File: config.mk
export PLATFORM = sky130hd
export DESIGN_NAME = wdk_top
export DESIGN_NICKNAME = d
export VERILOG_FILES = /design/src/rtl/wdk_pkg.sv /design/src/rtl/wdk_tickgen.sv /design/src/rtl/wdk_counter.sv /design/src/rtl/wdk_regs.sv /design/src/rtl/wdk_top.sv
export SDC_FILE = /design/constraint.sdc
export NUM_CORES = 1
export LEC_CHECK = 0
export ABC_CLOCK_PERIOD_IN_PS = 4400
export BUFFER_PORTS_ARGS = -buffer_cell sky130_fd_sc_hd__buf_4
export CAP_MARGIN = 40
export CORE_ASPECT_RATIO = 1.4
export CORE_UTILIZATION = 50
export DETAILED_ROUTE_END_ITERATION = 8
export HOLD_SLACK_MARGIN = 0.12
export PLACE_DENSITY = 0.76
export SYNTH_ARGS = -nofsm -noshare
export SYNTH_HDL_FRONTEND = slang
export SYNTH_HIERARCHICAL = 1
export SYNTH_SLANG_ARGS = --single-unit
export TNS_END_PERCENT = 5
File: constraint.sdc
create_clock -name clk_i -period 4.4 [get_ports clk_i]
set_input_delay 0.66 -clock clk_i [delete_from_list [all_inputs] [get_ports clk_i]]
set_output_delay 0.66 -clock clk_i [all_outputs]
set_load 0.03 [all_outputs]
File: src/rtl/wdk_pkg.sv
package wdk_pkg;

  localparam int CNT_W   = 8;
  localparam int ADDR_W  = 12;
  localparam int DATA_W  = 32;
  localparam int SEL_W   = 3;

  localparam logic [ADDR_W-1:0] OFS_CFG     = 12'h000;
  localparam logic [ADDR_W-1:0] OFS_KICK    = 12'h004;
  localparam logic [ADDR_W-1:0] OFS_LOCK    = 12'h008;
  localparam logic [ADDR_W-1:0] OFS_COUNT   = 12'h00C;
  localparam logic [ADDR_W-1:0] OFS_IE      = 12'h200;
  localparam logic [ADDR_W-1:0] OFS_STAT    = 12'h204;
  localparam logic [ADDR_W-1:0] OFS_CLR     = 12'h208;
  localparam logic [ADDR_W-1:0] OFS_SET     = 12'h20C;

  localparam logic [7:0] KICK_KEY = 8'hB2;
  localparam logic [7:0] LOCK_KEY = 8'h3A;

  typedef enum logic [SEL_W-1:0] {
    RATE_OFF  = 3'd0,
    RATE_FAST = 3'd1,
    RATE_MID  = 3'd2,
    RATE_SEC  = 3'd3,
    RATE_SLOW = 3'd4
  } rate_e;

  typedef struct packed {
    logic [SEL_W-1:0] sel;
    logic [CNT_W-1:0] irq_thr;
    logic [CNT_W-1:0] rst_thr;
    logic             rst_en;
    logic             irq_en;
    logic             run;
  } cfg_t;

  function automatic logic [DATA_W-1:0] cfg_to_word(input cfg_t c);
    logic [DATA_W-1:0] w;
    w        = '0;
    w[0]     = c.run;
    w[1]     = c.irq_en;
    w[2]     = c.rst_en;
    w[15:8]  = c.rst_thr;
    w[23:16] = c.irq_thr;
    w[26:24] = c.sel;
    return w;
  endfunction

  function automatic cfg_t word_to_cfg(input logic [DATA_W-1:0] w);
    cfg_t c;
    c.run     = w[0];
    c.irq_en  = w[1];
    c.rst_en  = w[2];
    c.rst_thr = w[15:8];
    c.irq_thr = w[23:16];
    c.sel     = w[26:24];
    return c;
  endfunction

  // True for the four select codes that define a tick rate.
  function automatic logic rate_valid(input logic [SEL_W-1:0] sel);
    return (sel >= 3'(RATE_FAST)) && (sel <= 3'(RATE_SLOW));
  endfunction

  // log2 of reference edges per tick; ref_log2 is log2 of the reference rate.
  function automatic int rate_shift(input logic [SEL_W-1:0] sel, input int ref_log2);
    case (sel)
      3'(RATE_FAST): return ref_log2 - 7;
      3'(RATE_MID):  return ref_log2 - 4;
      3'(RATE_SEC):  return ref_log2;
      3'(RATE_SLOW): return ref_log2 + 4;
      default:       return 0;
    endcase
  endfunction

  // Counter step that stops at the top value.
  function automatic logic [CNT_W-1:0] sat_inc(input logic [CNT_W-1:0] v);
    return (&v) ? v : v + 1'b1;
  endfunction

endpackage

File: src/rtl/wdk_tickgen.sv
module wdk_tickgen
  import wdk_pkg::*;
#(
  parameter int REF_LOG2 = 8,   // reference clock is 2**REF_LOG2 Hz, at least 128 Hz
  parameter int SYNC_STAGES = 2
) (
  input  logic             clk_i,
  input  logic             rst_ni,
  input  logic             ref_clk_i,
  input  logic             run_i,
  input  logic [SEL_W-1:0] sel_i,
  input  logic             restart_i,
  output logic             tick_o
);

  localparam int PRE_W = REF_LOG2 + 4;

  logic [SYNC_STAGES:0] sync_q;
  logic                 ref_edge;
  logic [PRE_W-1:0]     pre_q;
  logic [PRE_W-1:0]     pre_mask;
  logic                 active;

  always_ff @(posedge clk_i or negedge rst_ni) begin
    if (!rst_ni) sync_q <= '0;
    else         sync_q <= {sync_q[SYNC_STAGES-1:0], ref_clk_i};
  end

  assign ref_edge = sync_q[SYNC_STAGES-1] & ~sync_q[SYNC_STAGES];
  assign active   = run_i & rate_valid(sel_i);

  always_comb begin
    pre_mask = '0;
    for (int i = 0; i < PRE_W; i++) begin
      if (i < rate_shift(sel_i, REF_LOG2)) pre_mask[i] = 1'b1;
    end
  end

  always_ff @(posedge clk_i or negedge rst_ni) begin
    if (!rst_ni)                  pre_q <= '0;
    else if (restart_i || !active) pre_q <= '0;
    else if (ref_edge)            pre_q <= pre_q + 1'b1;
  end

  assign tick_o = active && ref_edge && ((pre_q & pre_mask) == pre_mask);

  // Two synchronized rising edges are always separated by at least one low cycle.
  assert_tick_spacing_R3: assert property (@(posedge clk_i) disable iff (!rst_ni)
    tick_o |=> !tick_o);

  // An undefined or zero select code never produces a tick.
  assert_bad_sel_quiet_R3: assert property (@(posedge clk_i) disable iff (!rst_ni)
    !rate_valid(sel_i) |-> !tick_o);

endmodule

File: src/rtl/wdk_counter.sv
module wdk_counter
  import wdk_pkg::*;
(
  input  logic             clk_i,
  input  logic             rst_ni,
  input  logic             tick_i,
  input  logic             restart_i,
  input  logic [CNT_W-1:0] irq_thr_i,
  input  logic [CNT_W-1:0] rst_thr_i,
  output logic [CNT_W-1:0] count_o,
  output logic             irq_hit_o,
  output logic             rst_hit_o
);

  logic [CNT_W-1:0] count_q;
  logic [CNT_W-1:0] count_nx;
  logic             step;

  assign count_nx = sat_inc(count_q);
  assign step     = tick_i && !restart_i && !(&count_q);

  always_ff @(posedge clk_i or negedge rst_ni) begin
    if (!rst_ni)        count_q <= '0;
    else if (restart_i) count_q <= '0;
    else if (tick_i)    count_q <= count_nx;
  end

  // A hit is an arrival: only a real step onto the threshold counts.
  assign irq_hit_o = step && (count_nx == irq_thr_i);
  assign rst_hit_o = step && (count_nx == rst_thr_i);
  assign count_o   = count_q;

  assert_restart_clears_R5: assert property (@(posedge clk_i) disable iff (!rst_ni)
    restart_i |=> count_q == '0);

  assert_hold_at_top_R6: assert property (@(posedge clk_i) disable iff (!rst_ni)
    (&count_q) && !restart_i |=> (&count_q));

  assert_idle_stable_R3: assert property (@(posedge clk_i) disable iff (!rst_ni)
    !tick_i && !restart_i |=> $stable(count_q));

endmodule

File: src/rtl/wdk_regs.sv
module wdk_regs
  import wdk_pkg::*;
(
  input  logic              clk_i,
  input  logic              rst_ni,
  input  logic              we_i,
  input  logic [ADDR_W-1:0] addr_i,
  input  logic [DATA_W-1:0] wdata_i,
  output logic [DATA_W-1:0] rdata_o,
  input  logic [CNT_W-1:0]  count_i,
  input  logic              irq_hit_i,
  input  logic              rst_hit_i,
  output cfg_t              cfg_o,
  output logic              restart_o,
  output logic              irq_o,
  output logic              rst_req_o
);

  cfg_t cfg_q;
  logic locked_q;
  logic ie_q;
  logic stat_q;
  logic rst_req_q;

  logic wr_cfg, wr_kick, wr_lock, wr_ie, wr_clr, wr_set;
  logic lock_now, capture;

  assign wr_cfg  = we_i && (addr_i == OFS_CFG);
  assign wr_kick = we_i && (addr_i == OFS_KICK);
  assign wr_lock = we_i && (addr_i == OFS_LOCK);
  assign wr_ie   = we_i && (addr_i == OFS_IE);
  assign wr_clr  = we_i && (addr_i == OFS_CLR) && wdata_i[0];
  assign wr_set  = we_i && (addr_i == OFS_SET) && wdata_i[0];

  assign restart_o = wr_kick && (wdata_i[7:0] == KICK_KEY);
  assign lock_now  = wr_lock && (wdata_i[7:0] == LOCK_KEY);
  assign capture   = irq_hit_i && cfg_q.irq_en;

  always_ff @(posedge clk_i or negedge rst_ni) begin
    if (!rst_ni) begin
      cfg_q    <= '0;
      locked_q <= 1'b0;
    end else if (lock_now) begin
      locked_q   <= 1'b1;
      cfg_q.run  <= 1'b1;
    end else if (wr_cfg && !locked_q) begin
      cfg_q <= word_to_cfg(wdata_i);
    end
  end

  always_ff @(posedge clk_i or negedge rst_ni) begin
    if (!rst_ni) begin
      ie_q      <= 1'b0;
      stat_q    <= 1'b0;
      rst_req_q <= 1'b0;
    end else begin
      if (wr_ie) ie_q <= wdata_i[0];
      // An event or a software set in the same cycle as a clear wins.
      if (capture || wr_set) stat_q <= 1'b1;
      else if (wr_clr)       stat_q <= 1'b0;
      if (rst_hit_i && cfg_q.rst_en) rst_req_q <= 1'b1;
    end
  end

  always_comb begin
    rdata_o = '0;
    case (addr_i)
      OFS_CFG:   rdata_o = cfg_to_word(cfg_q);
      OFS_COUNT: rdata_o[CNT_W-1:0] = count_i;
      OFS_IE:    rdata_o[0] = ie_q;
      OFS_STAT:  rdata_o[0] = stat_q;
      default:   rdata_o = '0;
    endcase
  end

  assign cfg_o     = cfg_q;
  assign irq_o     = stat_q & ie_q;
  assign rst_req_o = rst_req_q;

  assert_lock_sticky_R11: assert property (@(posedge clk_i) disable iff (!rst_ni)
    locked_q |=> locked_q);

  assert_lock_runs_R11: assert property (@(posedge clk_i) disable iff (!rst_ni)
    locked_q |-> cfg_q.run);

  assert_lock_freezes_R11: assert property (@(posedge clk_i) disable iff (!rst_ni)
    locked_q && !lock_now |=> $stable(cfg_q));

  assert_rst_req_sticky_R10: assert property (@(posedge clk_i) disable iff (!rst_ni)
    rst_req_q |=> rst_req_q);

  assert_irq_gated_R8: assert property (@(posedge clk_i) disable iff (!rst_ni)
    irq_o |-> ie_q);

  assert_status_cause_R7: assert property (@(posedge clk_i) disable iff (!rst_ni)
    !stat_q && !irq_hit_i && !wr_set |=> !stat_q);

endmodule

File: src/rtl/wdk_top.sv
module wdk_top
  import wdk_pkg::*;
#(
  parameter int REF_LOG2    = 8,
  parameter int SYNC_STAGES = 2
) (
  input  logic              clk_i,
  input  logic              rst_ni,
  input  logic              ref_clk_i,
  input  logic              bus_we_i,
  input  logic [ADDR_W-1:0] bus_addr_i,
  input  logic [DATA_W-1:0] bus_wdata_i,
  output logic [DATA_W-1:0] bus_rdata_o,
  output logic              irq_o,
  output logic              rst_req_o
);

  cfg_t             cfg;
  logic             restart;
  logic             tick;
  logic [CNT_W-1:0] count;
  logic             irq_hit;
  logic             rst_hit;

  wdk_regs u_regs (
    .clk_i     (clk_i),
    .rst_ni    (rst_ni),
    .we_i      (bus_we_i),
    .addr_i    (bus_addr_i),
    .wdata_i   (bus_wdata_i),
    .rdata_o   (bus_rdata_o),
    .count_i   (count),
    .irq_hit_i (irq_hit),
    .rst_hit_i (rst_hit),
    .cfg_o     (cfg),
    .restart_o (restart),
    .irq_o     (irq_o),
    .rst_req_o (rst_req_o)
  );

  wdk_tickgen #(
    .REF_LOG2    (REF_LOG2),
    .SYNC_STAGES (SYNC_STAGES)
  ) u_tick (
    .clk_i     (clk_i),
    .rst_ni    (rst_ni),
    .ref_clk_i (ref_clk_i),
    .run_i     (cfg.run),
    .sel_i     (cfg.sel),
    .restart_i (restart),
    .tick_o    (tick)
  );

  wdk_counter u_cnt (
    .clk_i     (clk_i),
    .rst_ni    (rst_ni),
    .tick_i    (tick),
    .restart_i (restart),
    .irq_thr_i (cfg.irq_thr),
    .rst_thr_i (cfg.rst_thr),
    .count_o   (count),
    .irq_hit_o (irq_hit),
    .rst_hit_o (rst_hit)
  );

  assert_stopped_stable_R4: assert property (@(posedge clk_i) disable iff (!rst_ni)
    !cfg.run && !restart |=> $stable(count));

  assert_req_needs_enable_R10: assert property (@(posedge clk_i) disable iff (!rst_ni)
    $rose(rst_req_o) |-> $past(cfg.rst_en));

endmodule

After elaboration in Yosys (flattened, before gate mapping)
Cells that the tools add are included.
- add/subtract/negate cells: 2
- multipliers: 0
- divide/modulo/power cells: 0
- order comparisons: 14
- eq/ne operators: 16
- shifts and indexed selects: 0
- mux-type cells: 25
- bitwise logic cells: 6
- reduce and logical (&&, ||, !) cells: 33
- operators with widths (kind ; count):
    12-bit by 10-bit equality test with 1-bit output (second input constant) ; 4
    12-bit by 4-bit equality test with 1-bit output (second input constant) ; 2
    12-bit two-way mux ; 2
    8-bit two-way mux ; 3
    1-bit logical AND ; 20
    19-bit two-way mux ; 1
    8-bit equality test ; 2
    3-bit by 4-bit less-than comparator with 1-bit output (first input constant) ; 4
    4-bit less-than comparator (first input constant) ; 4
    1-bit two-way mux ; 16
    4-bit one-hot mux with 4 select lines ; 1
    7-bit one-hot mux with 2 select lines ; 1
    12-bit by 1-bit adder with 12-bit output (second input constant) ; 1
    12-bit bitwise AND ; 1
    12-bit equality test ; 1
    12-bit by 3-bit equality test with 1-bit output (second input constant) ; 1
    12-bit logical NOT ; 1
    8-bit by 1-bit adder with 8-bit output (second input constant) ; 1
    8-bit by 6-bit equality test with 1-bit output (second input constant) ; 1
    8-bit equality test (second input constant) ; 1
    1-bit by 4-bit less-than comparator with 1-bit output (first input constant) ; 2
    2-bit by 4-bit less-than comparator with 1-bit output (first input constant) ; 2
    8-bit AND reduction ; 1
    2-bit nonzero test ; 4
    other kinds (11) ; 19
- flip-flop bits (word level): 49
- bits in latches: 0
- bits in writable memories: 0
- memory bits (read-only): 0
- bits of input ports: 48
- output and inout bits: 34
- word-level logic and storage cells: 109
- memories kept: 0

Depth between registers and ports, before layout
- depth in word-level cells: 13
- depth in mapped cells: 11
- mapped depth without buffers: 9

By module
The synthesis kept the hierarchy.
- by module, submodules not included (module ; instances ; cells each ; area each (um^2) ; sequential area each (um^2)):
    wdk_regs ; 1 ; 123 ; 1403.8 ; 650.6
    wdk_counter ; 1 ; 127 ; 996.0 ; 200.2
    wdk_tickgen ; 1 ; 77 ; 805.8 ; 375.4

Least setup slack after synthesis
OpenSTA, ideal clock, no wires.
- path kind: input port to output port
- from: input bus_addr_i[9]
- to: output bus_rdata_o[17]
- arrival time: 2068 ps
- data required time: 3740 ps
- setup slack: 1672 ps
- stages: 5
- path buffers: 1
- path through: or4_1 -> nand3b_4 -> nor3_2 -> clkbuf_1 -> and2_1
- longest elaborated chain between the ends: 2
- RTL lines (item ; line ; source):
    start: declaration ; wdk_top.sv:11 ; input logic [ADDR_W-1:0] bus_addr_i,
    12-bit logical NOT ; wdk_regs.sv:67 ; case (addr_i)
    19-bit two-way mux ; wdk_regs.sv:67 ;
    end: declaration ; wdk_top.sv:13 ; output logic [DATA_W-1:0] bus_rdata_o,
No other way between the ends.

Worst setup path in the final report
- from: register u_regs.cfg_q, in the netlist u_regs/cfg_o[20]
- to: register u_regs.rst_req_q, in the netlist u_regs/rst_req_o
- longest elaborated chain between the ends: 11
- elaborated cells on any way between the ends: 41
- those cells by class: order compare (14); eq/ne (5); mux (13); bitwise (2); reduce/logical (7)
- RTL lines (item ; line ; source):
    start: declaration ; wdk_regs.sv:19 ; cfg_t cfg_q;
    start signal: assignment ; wdk_regs.sv:47 ; cfg_q <= word_to_cfg(wdata_i);
    3-bit equality test (tied with other cells) ; wdk_pkg.sv:67 ; case (sel)
    4-bit one-hot mux with 4 select lines ; wdk_pkg.sv:67 ;
    1-bit by 4-bit less-than comparator with 1-bit output (tied with other cells) ; wdk_tickgen.sv:35 ; if (i < rate_shift(sel_i, REF_LOG2)) pre_mask[i] = 1'b1;
    1-bit two-way mux ; wdk_tickgen.sv:35 ;
    12-bit bitwise AND ; wdk_tickgen.sv:45 ; assign tick_o = active && ref_edge && ((pre_q & pre_mask) == pre_mask);
    12-bit equality test ; wdk_tickgen.sv:45 ;
    1-bit logical AND * ; wdk_tickgen.sv:45 ;
    net tick ; wdk_top.sv:20 ; logic tick;
    1-bit logical AND * (2 in a row) ; wdk_counter.sv:20 ; assign step = tick_i && !restart_i && !(&count_q);
    1-bit logical AND * ; wdk_counter.sv:30 ; assign rst_hit_o = step && (count_nx == rst_thr_i);
    net rst_hit ; wdk_top.sv:23 ; logic rst_hit;
    1-bit logical AND * ; wdk_regs.sv:61 ; if (rst_hit_i && cfg_q.rst_en) rst_req_q <= 1'b1;
    end signal: assignment ; wdk_regs.sv:55 ; rst_req_q <= 1'b0;
    end signal: assignment ; wdk_regs.sv:61 ;
    end: declaration ; wdk_regs.sv:23 ; logic rst_req_q;
The timed path passes the listed nets; every way through them passes the cells marked *.
A chain may end at the register's enable or synchronous reset.

==> impl_metrics.csv <==
group,metric,value,unit
global_routing,track_usage,23.2,%
placed_design,port_buffers,71,
clock_network,insertion_delay,0.30,ns
outcome,outcome,"complete, no violations",
detailed_routing,drcViolationCount,0,
clock_network,h-tree-depth,2,
critical_path,crit_type,"flop to flop",
logic_synthesis,synthAdderAreaFrac,0.781,%
detailed_routing,avgRoutedWirePerCell,16.5,microns
power_and_ir_drop,p_leak,1.77,nW
logic_synthesis,yosys-top-cells-area,"dfrtp_1 (38%), mux2_2 (6.7%), and2_1 (5.1%)",
critical_path,required,4.64,ns
detailed_routing,ant_nets,0,
logic_synthesis,synth_top_family_by_area,"simple AND/OR/NAND/NOR gates",
placed_design,pre_cts_ws,1.34,ns
power_and_ir_drop,clkPwrFrac,39.6,%
logic_synthesis,synthMuxAreaShare,11.5,%
floorplan,start_util,51.6,%
finish,final_cells,458,
timing,setup_violations,0,
finish,area_growth,19.4,%
logic_synthesis,yosys.area_share.xor_xnor,4.10,%
floorplan,ios,82,
timing,clock.fmax,319,MHz
clock_network,cts_tree,"built",
global_routing,grt_pass1_vias,2690,
floorplan,die_w,69.7,microns
logic_synthesis,postSynthCellCount,327,
timing,layout_setup_ws,1.27,ns
clock_network,cts_buffer_depth,2,
floorplan,core-area,6210,sq um
min_path,hp-class,"input port to async pin",
logic_synthesis,synth_flop_cell,"dfrtp_1",
placed_design,hpwl,5.56,mm
timing,fin_tns_setup,0,ns
logic_synthesis,synth_seq_cells,49,
power_and_ir_drop,finalPower,0.000844,W
detailed_routing,wl,7.55,mm
finish,fillCellCount,553,
logic_synthesis,netlist_area,3210,sq um
critical_path,startpoint_type,"flop",
clock_network,cts-buffers-inserted,5,
placed_design,globalplace.congestion,0.851,
power_and_ir_drop,internal-power,0.000666,W
detailed_routing,drt_iter0_markers,167,
detailed_routing,vias,2767,
job,drv_cap,0,
critical_path,critPathMaxFanout,10,
clock_network,cts_hold_buf,0,
finish,nNetsFinal,435,
placed_design,place_inst,450,
logic_synthesis,synthSimpleGateAreaFrac,26.4,%
logic_synthesis,ys_types,64,
power_and_ir_drop,powerDensity,221,nW/um^2
power_and_ir_drop,seqPwrFrac,53.8,%
critical_path,cp.arrival,3.37,ns
timing,final.period_utilization,71.2,%
global_routing,grt_max_degree,50,
logic_synthesis,async_reset_ff_share,100,%
timing,drv_slew,0,
global_routing,antenna_found_initial,0,
clock_network,post_cts_buffers,0,
timing,slew_headroom,59.5,%
logic_synthesis,synth_top_area_share,38.3,%
critical_path,cp-end-kind,"flop",
critical_path,reg2reg_from,"u_regs/cfg_o[20]",
clock_network,cts_sinks,49,
critical_path,crit_start,"u_regs/cfg_o[20]",
floorplan,dieHeight,96.7,microns
global_routing,grt_pass1_wl,12.6,mm
clock_network,cts_resized,0,
power_and_ir_drop,power.switching,0.000178,W
finish,diodes,0,
logic_synthesis,synth_area_leader_cell,"dfrtp_1",
power_and_ir_drop,vdd_drop_max,0.142,mV
timing,fin_crit,3.13,ns
power_and_ir_drop,p_sw_share,21.1,%
clock_network,cts.clk_slew.worst_paths,0.09,ns
logic_synthesis,syn_avg_cell_area,9.80,sq um
timing,hold_viol_final,0,
detailed_routing,via_per_inst,6.04,
timing,clock_skew,0.00881,ns
logic_synthesis,ys_seq_area_share,38.3,%
logic_synthesis,synth_compound_area_share,12.8,%
clock_network,cts_root_buffer,"clkbuf_8",
power_and_ir_drop,comb_power_share,6.6,%
logic_synthesis,yosysWarnings,6,
floorplan,num_rows,34,
detailed_routing,drt_first_pass_iters,5,
logic_synthesis,synth-edff-count,0,
finish,drive_gt1_share,29.5,%
timing,tightest_slew,0.607,ns
floorplan,die-area,6740,sq um
timing,rsz0062_at_grt,"no",
global_routing,globalRouteOverflowTotal,0,
logic make-up (layout without fill, tap and decap cells):
| group | count (synthesis) | after routing |
|---|---|---|
| AND/OR/NAND/NOR | 132 | 132 |
| AO/OA/AOI/OAI | 59 | 59 |
| flip-flops | 49 | 49 |
| buffers and inverters | 35 | 90 |
| multiplexers | 34 | 34 |
| XOR/XNOR | 15 | 15 |
| adder cells (fa/ha/maj) | 2 | 2 |
| other | 1 | 5 |
metal layers:
metal  part of all wire [%]  vias up  global-route usage [%]
li1                       -     1311                       -
met1                     40     1332                    26.8
met2                     52      101                    41.4
met3                    4.8       23                    2.81
met4                    3.5        0                    12.0
met5                      0        -                       0
power groups by stage:
stage	clock network, W	registers (W)	logic, W
2_1_floorplan	0	0.000463	0.0000200
3_3_place_gp	0	0.000463	0.0000556
3_5_place_dp	0	0.000463	0.0000565
4_1_cts	0.000342	0.000454	0.0000567
5_1_grt	0.000361	0.000455	0.0000617
6_report	0.000334	0.000454	0.0000559
critical path, cell delays in order, from the launching register on:
cell and delay (ns):
dfrtp_1 0.44, or3b_2 0.49, nor4_1 0.25, o2111a_1 0.48, nand2b_1 0.12, a2111oi_0 0.43
o221a_2 0.26, nand3_1 0.08, nor4_2 0.33, a21o_1 0.17
registers in the layout, summed over array words and instances, names as in the netlist:
signal            cells
u_regs/stat_q         1
u_regs/ie_q           1
u_tick/sync_q         3
u_cnt/count_o         8
u_regs/cfg_o         22
u_tick/pre_q         12
u_regs/rst_req_o      1
u_regs/locked_q       1
path summary, 6_finish.rpt:
| path | endpoint | slack (ns) | depth (start not counted) |
|---|---|---|---|
| setup / recovery | u_regs/rst_req_o | 1.27 | 9 |
| hold / removal | u_regs/ie_q | 0.35 | 1 |
| setup reg to reg | u_regs/rst_req_o | 1.27 | 9 |
| hold reg to reg | u_tick/sync_q[1] | 0.36 | 0 |
| max in group asynchronous | u_regs/cfg_o[3] | 3.63 | 1 |
| min in group clk_i | u_tick/sync_q[1] | 0.36 | 0 |
through the flow:
stage          hold WS (ns)  cell area, sq um  util (%)
3_3_place_gp          0.338              3700      59.5
3_5_place_dp          0.339              3710      59.8
5_1_grt               0.379              3830      61.6
4_1_cts               0.359              3830      61.6
6_report              0.345              3830      61.6
2_1_floorplan         0.331              3220         -
layout make-up:
cell class | instances | area (sq um) | share of cell area [%]
well taps | 72 | 90.1 | 2.35
clock buffers | 7 | 86.3 | 2.26
multi-input cells | 247 | 1800 | 47.1
flip-flops and latches | 49 | 1230 | 32.0
clock inverters | 1 | 30.0 | 0.785
inverters | 8 | 30.0 | 0.785
repair buffers | 74 | 563 | 14.7
cells in the mapped netlist (3+ instances only):
cell type  count
dfrtp_1       49
and2_1        26
mux2_2        19
nor2_1        17
nand2_1       16
a21oi_1       12
mux2i_1       12
o21ai_0        9
inv_1          8
nand3_1        8
nand4_1        8
xnor2_1        8
buf_2          7
buf_4          7
nand2b_1       7
xor2_1         7
clkbuf_1       6
nor4_1         6
o31ai_1        6
a311oi_1       5
a31oi_1        5
nand4b_1       5
nor2b_1        5
or4_1          4
and3_1         3
and4_1         3
buf_6          3
clkbuf_2       3
mux2_1         3
nor3_1         3
layout by cell type, fill, tap and decap left out, drive strengths merged, types with 3 or more instances in the layout:
master | synthesis | final
mux2i | 12 | 12
mux2 | 22 | 22
xnor2 | 8 | 8
nor2b | 5 | 5
nand4 | 9 | 9
o21ai | 10 | 10
or3 | 3 | 3
nor3 | 4 | 4
nor4 | 8 | 8
nand2 | 16 | 16
xor2 | 7 | 7
or4 | 6 | 6
inv | 8 | 8
a21oi | 13 | 13
conb | 1 | 5
o31ai | 6 | 6
dfrtp | 49 | 49
and3 | 3 | 3
nor2 | 17 | 17
clkbuf | 9 | 7
nand4b | 5 | 5
nand2b | 7 | 7
a311oi | 5 | 5
a31oi | 5 | 5
and2 | 27 | 27
nand3 | 10 | 10
and4 | 3 | 3
buf | 18 | 74
nand3b | 3 | 3
No activity file was read; power rests on OpenSTA's default activity.
